File: src/rtl/adc_seq_pkg.sv
// Package: shared defaults and helper for the start sequencer.
// Assumes: nothing beyond IEEE 1800-2017 elaboration.
package adc_seq_pkg;

    localparam int unsigned SEQ_DATA_W      = 8;
    localparam int unsigned SEQ_PULSE_CYCLES = 6;
    localparam int unsigned SEQ_CONV_CYCLES  = 10;

    // Width of a down-counter that must hold the value n.
    function automatic int unsigned cnt_width(input int unsigned n);
        return (n < 2) ? 1 : $clog2(n + 1);
    endfunction

endpackage

File: src/rtl/seq_input_sync.sv
// Module: seq_input_sync
// Brings the asynchronous start pin into the clock domain through two
// flops, then registers it once more to detect a rising edge.
// Assumes: the pin holds each level for at least two clock periods.
module seq_input_sync (
    input  logic clk,
    input  logic rst_n,
    input  logic async_in,
    output logic level_o,
    output logic rise_o
);

    logic meta_q;
    logic sync_q;
    logic prev_q;

    // Two-stage synchroniser plus a delayed copy for edge detection.
    always_ff @(posedge clk) begin
        if (!rst_n) begin
            meta_q <= 1'b0;
            sync_q <= 1'b0;
            prev_q <= 1'b0;
        end else begin
            meta_q <= async_in;
            sync_q <= meta_q;
            prev_q <= sync_q;
        end
    end

    assign level_o = sync_q;
    assign rise_o  = sync_q & ~prev_q;

endmodule

File: src/rtl/seq_start_pulse.sv
// Module: seq_start_pulse
// Fixed-length pulse generator: a trigger loads a down-counter, and the
// pulse is high while the counter is non-zero.
// Assumes: PULSE_CYCLES >= 1. A new trigger restarts the pulse.
module seq_start_pulse #(
    parameter int unsigned PULSE_CYCLES = 6
) (
    input  logic clk,
    input  logic rst_n,
    input  logic trigger,
    output logic pulse_o
);

    localparam int unsigned CW = adc_seq_pkg::cnt_width(PULSE_CYCLES);
    localparam logic [CW-1:0] LOAD = CW'(PULSE_CYCLES);

    logic [CW-1:0] remain_q;

    // Load on trigger, otherwise count down towards zero.
    always_ff @(posedge clk) begin
        if (!rst_n) begin
            remain_q <= '0;
        end else if (trigger) begin
            remain_q <= LOAD;
        end else if (remain_q != '0) begin
            remain_q <= remain_q - 1'b1;
        end
    end

    assign pulse_o = (remain_q != '0);

endmodule

File: src/rtl/seq_conv_timer.sv
// Module: seq_conv_timer
// Stands in for the successive-approximation datapath. It holds the busy
// flag for CONV_CYCLES clocks after a start and flags the last busy cycle.
// Assumes: CONV_CYCLES >= 1. A start while busy is ignored.
module seq_conv_timer #(
    parameter int unsigned CONV_CYCLES = 10
) (
    input  logic clk,
    input  logic rst_n,
    input  logic start,
    output logic busy_o,
    output logic last_o
);

    localparam int unsigned CW = adc_seq_pkg::cnt_width(CONV_CYCLES);
    localparam logic [CW-1:0] LOAD = CW'(CONV_CYCLES - 1);

    logic          busy_q;
    logic [CW-1:0] left_q;

    // Conversion length counter with busy flag.
    always_ff @(posedge clk) begin
        if (!rst_n) begin
            busy_q <= 1'b0;
            left_q <= '0;
        end else if (!busy_q) begin
            if (start) begin
                busy_q <= 1'b1;
                left_q <= LOAD;
            end
        end else if (left_q == '0) begin
            busy_q <= 1'b0;
        end else begin
            left_q <= left_q - 1'b1;
        end
    end

    assign busy_o = busy_q;
    assign last_o = busy_q && (left_q == '0);

endmodule

File: src/rtl/adc_start_sequencer.sv
// Module: adc_start_sequencer (top)
// Conversion-start and power-mode sequencer. The synchronised start pin is
// ORed with a fixed internal pulse. The falling edge of that OR starts a
// conversion. At the end of a conversion the result is latched and the pin
// level picks between staying powered and powering down.
// Assumes: start_in is asynchronous and slow compared with clk.
module adc_start_sequencer #(
    parameter int unsigned DATA_W       = adc_seq_pkg::SEQ_DATA_W,
    parameter int unsigned PULSE_CYCLES = adc_seq_pkg::SEQ_PULSE_CYCLES,
    parameter int unsigned CONV_CYCLES  = adc_seq_pkg::SEQ_CONV_CYCLES
) (
    input  logic              clk,
    input  logic              rst_n,
    input  logic              start_in,
    input  logic [DATA_W-1:0] conv_result,
    output logic              gated_start,
    output logic              hold_trig,
    output logic              busy,
    output logic              powered_down,
    output logic              latch_strobe,
    output logic [DATA_W-1:0] data_out
);

    logic              ext_lvl;
    logic              ext_rise;
    logic              pulse_fire;
    logic              int_pulse;
    logic              gate_q;
    logic              conv_start;
    logic              conv_last;
    logic              pd_q;
    logic              strobe_q;
    logic [DATA_W-1:0] result_q;

    seq_input_sync u_sync (
        .clk      (clk),
        .rst_n    (rst_n),
        .async_in (start_in),
        .level_o  (ext_lvl),
        .rise_o   (ext_rise)
    );

    // A rising pin edge launches the pulse only while idle.
    assign pulse_fire = ext_rise & ~busy;

    seq_start_pulse #(
        .PULSE_CYCLES (PULSE_CYCLES)
    ) u_pulse (
        .clk     (clk),
        .rst_n   (rst_n),
        .trigger (pulse_fire),
        .pulse_o (int_pulse)
    );

    assign gated_start = ext_lvl | int_pulse;

    // Delayed copy of the gated start for falling-edge detection.
    always_ff @(posedge clk) begin
        if (!rst_n) begin
            gate_q <= 1'b0;
        end else begin
            gate_q <= gated_start;
        end
    end

    assign conv_start = gate_q & ~gated_start & ~busy;
    assign hold_trig  = conv_start;

    seq_conv_timer #(
        .CONV_CYCLES (CONV_CYCLES)
    ) u_timer (
        .clk    (clk),
        .rst_n  (rst_n),
        .start  (conv_start),
        .busy_o (busy),
        .last_o (conv_last)
    );

    // Power mode: decided at end of conversion, woken by a pin rise.
    always_ff @(posedge clk) begin
        if (!rst_n) begin
            pd_q <= 1'b0;
        end else if (pulse_fire) begin
            pd_q <= 1'b0;
        end else if (conv_last) begin
            pd_q <= ~ext_lvl;
        end
    end

    // Output register and its one-cycle load strobe.
    always_ff @(posedge clk) begin
        if (!rst_n) begin
            result_q <= '0;
            strobe_q <= 1'b0;
        end else begin
            strobe_q <= conv_last;
            if (conv_last) begin
                result_q <= conv_result;
            end
        end
    end

    assign powered_down = pd_q;
    assign latch_strobe = strobe_q;
    assign data_out     = result_q;

endmodule

File: config.mk
export PLATFORM = sky130hd
export DESIGN_NAME = adc_start_sequencer
export DESIGN_NICKNAME = d
export VERILOG_FILES = /design/src/rtl/adc_seq_pkg.sv /design/src/rtl/seq_input_sync.sv /design/src/rtl/seq_start_pulse.sv /design/src/rtl/seq_conv_timer.sv /design/src/rtl/adc_start_sequencer.sv
export SDC_FILE = /design/constraint.sdc
export NUM_CORES = 1
export LEC_CHECK = 0
export ABC_AREA = 1
export CORE_UTILIZATION = 35
export DETAILED_ROUTE_END_ITERATION = 10
export GPL_TIMING_DRIVEN = 0
export PLACE_DENSITY_LB_ADDON = 0.12
export RECOVER_POWER = 50
export SYNTH_ARGS = -nofsm -noshare
export SYNTH_HDL_FRONTEND = slang
export SYNTH_SLANG_ARGS = --single-unit
File: constraint.sdc
create_clock -name clk -period 1.2 [get_ports clk]
set_input_delay 0.12 -clock clk [delete_from_list [all_inputs] [get_ports clk]]
set_output_delay 0.12 -clock clk [all_outputs]
set_load 0.02 [all_outputs]
==> out/qor.csv, run 1 <==
metric;value;unit
critical_path_buf_inv_count;2;
p_switching;1.18;mW
power;2.93;mW
drt-initial-drc-count;10;
critical_path.top_delay_family;flip-flops;
synth_enable_flop_cells;0;
crit_chain;nor2_4 > ha_4 > nand4_4 > inv_2 > buf_6;
grt_antenna_before_repair;0;
hpwl;1.25;mm
status;complete, but fails checks;
period_minus_slack;1350;ps
worst_slew_pin_slew;364;ps
grt_setup_unrepaired;yes;
die_w;52.8;µm
critical_path_arrival;1230;ps
dieHeight;52.8;µm
seq_area_frac_synth;0.488;
clk_path_buf_depth;2;
track_usage;0.161;
syn_avg_cell_area;7.91;µm²
crit_path_end_kind;output port;
dr_total_vias;829;
netlist_instances;114;
port_buffers;23;
avgRoutedWirePerCell;11.5;µm
drc;0;
r2r_start;u_pulse.remain_q[0];
numClockSinks;22;
seq_power_share;0.362;
reg2regPathDepth;8;
synth_cell_type_count;20;
powerDensity;2200;nW/µm²
rows;18;
cp-start-kind;flop;
cts.htree.levels;1;
gp_congestion;0.753;
clk_latency;300;ps
cp_max_fo;4;
min_period_over_period;1.12;
drt-pass1-iter-count;4;
cts_hold_buf;0;
async_reset_ff_frac;0;
root_buffer;clkbuf_4;
cpMaxStageDelayCell;dfxtp_2;
worst_slack;-145;ps
area_growth;47.9;%
min_from;start_in;
p_int;1.75;mW
setup_tns;-581;ps
grt_max_degree;12;
ys_seq_elements;22;
p_leak;0.591;nW
drtAntennaViolNets;0;
start_util;0.367;
io_pins;24;
slew_headroom;0.757;
vias_per_cell;4.74;
critPathKind;flop to output port;
p_comb_frac;0.527;
max_clock_freq;743;MHz
hold_depth;3;
cts_inserted_buffers;3;
peakVddDrop;0.00119;V
die_area;2780;µm²
pwr-share-clk;0.111;
routed_wl;2.02;mm
synth_nets;128;
maxCapViolations;0;
setup_viol;7;
rr_endpoint;u_timer.left_q[2];
r2r_slack;-130;ps
skew;6.71;ps
drv_slew;0;
yosys_warnings;0;
p_sw_frac;0.404;
drive_above_1_share;0.262;
synth_ff_type;dfxtp_1;
min_to;u_sync.meta_q;
hold_path.class;input port to flop;
fp.coreArea;2450;µm²
antennaDiodeCount;0;
violations;setup timing;
clkTransAtPathRegs;110;ps
critPathMaxStageDelay;360;ps
syn_area;902;µm²
grt_pass1_wl;3.21;mm
crit_required;1080;ps
grt_overflow_total;0;
hold_viol_final;0;
cts_tree;built;
layout.nets;161;
grt_pass1_vias;723;
[worst register-to-register path, stage by stage (launching register included)]
cell	delay (ps)
dfxtp_2	360
nor2_4	130
ha_4	180
nand4_4	90
buf_4	160
buf_6	120
nand2_2	60
nand2_1	70
a21oi_2	110
[stage by stage]
step	hold slack (ps)	cell area, µm²	instances	worst slack, ps	utilization
after floorplan	218	902	114	3.89	-
after global routing	335	1330	175	-200	0.543
after CTS	330	1310	176	-153	0.532
final	339	1330	175	-145	0.543
after global placement	402	1170	167	-573	0.477
after detailed placement	408	1170	167	-595	0.477
[synthesized netlist by cell type, types with 2 or more instances]
library cell,count,area share
inv_1,23,0.096
dfxtp_1,22,0.49
nand2_1,16,0.067
a21oi_1,15,0.083
o21ai_0,9,0.050
nand3_1,7,0.039
nor2_1,6,0.025
ha_1,3,0.042
nand2_2,2,0.014
[power groups by stage]
stage	clock network [mW]	logic, mW	registers (mW)
floorplan	0	0.630	1.11
global placement	0	1.07	1.03
detailed placement	0	1.09	1.03
CTS	0.335	1.53	1.04
global route	0.365	1.68	1.08
finish	0.325	1.54	1.06
[cell families (layout without fill, tap and decap cells)]
| family | after synthesis | after routing | share of synthesized area |
|---|---|---|---|
| compound gates | 27 | 27 | 0.158 |
| simple gates | 36 | 36 | 0.190 |
| fa+ha+maj | 3 | 3 | 0.0416 |
| flops | 22 | 22 | 0.488 |
| buf+inv | 25 | 56 | 0.112 |
| xor+xnor | 1 | 1 | 0.00971 |
[cell type report]
type	instances	area (µm²)
Sequential cell	22	449
Inverter	23	86.3
Multi-Input combinational cell	67	457
Fill cell	236	1120
Tap cell	30	37.5
Timing Repair Buffer	28	267
Clock buffer	3	22.5
Buffer	2	15.0
[per-layer routing]
layer,track usage,wire [µm]
met5,0,0
met4,0.0658,12
met3,0.0406,88
met2,0.262,1040
met1,0.199,873
[cells in the final DEF, fill, tap and decap left out, drive strengths merged]
cell,netlist,final
inv,23,23
dfxtp,22,22
nand2,18,18
a21oi,16,16
clkdlybuf4s50,0,10
dlygate4sd2,0,10
o21ai,9,9
nand3,8,8
buf,1,8
nor2,7,7
clkbuf,1,4
ha,3,3
nand4,2,2
or2,1,1
a31oi,1,1
o211ai,1,1
xnor2,1,1
clkdlybuf4s15,0,1
[how the worst max path moves through the flow]
stage,startpoint,endpoint,slack (ps),cells after the start
5_1_grt,u_pulse.remain_q[0],hold_trig,-200,5
6_report,u_pulse.remain_q[0],hold_trig,-150,5
2_1_floorplan,u_pulse.remain_q[0],u_timer.left_q[3],4,6
3_3_place_gp,u_pulse.remain_q[0],hold_trig,-570,5
4_1_cts,u_pulse.remain_q[1],u_pulse.remain_q[1],-150,10
3_5_place_dp,u_pulse.remain_q[0],hold_trig,-600,5
[registers in the layout (all words and copies together), names as in the netlist]
name              flops
u_sync.meta_q         1
u_timer.left_q        4
gate_q                1
data_out              8
latch_strobe          1
u_sync.level_o        1
u_sync.prev_q         1
u_timer.busy_o        1
powered_down          1
u_pulse.remain_q      3
[timing repair]
action / CTS / global route
pin swaps: 4 / 4
resized for setup: 45 / 14
setup endpoints to repair: 29 / 19
buffers inserted: 6 / 1
(Power assumes the default switching activity.)
==> run 2, diff against run 1 <==
Settings changed: CAP_MARGIN set to 40.
==> results of run 2 <==
The final DEF is identical to that of run 1; final timing and power are the same.
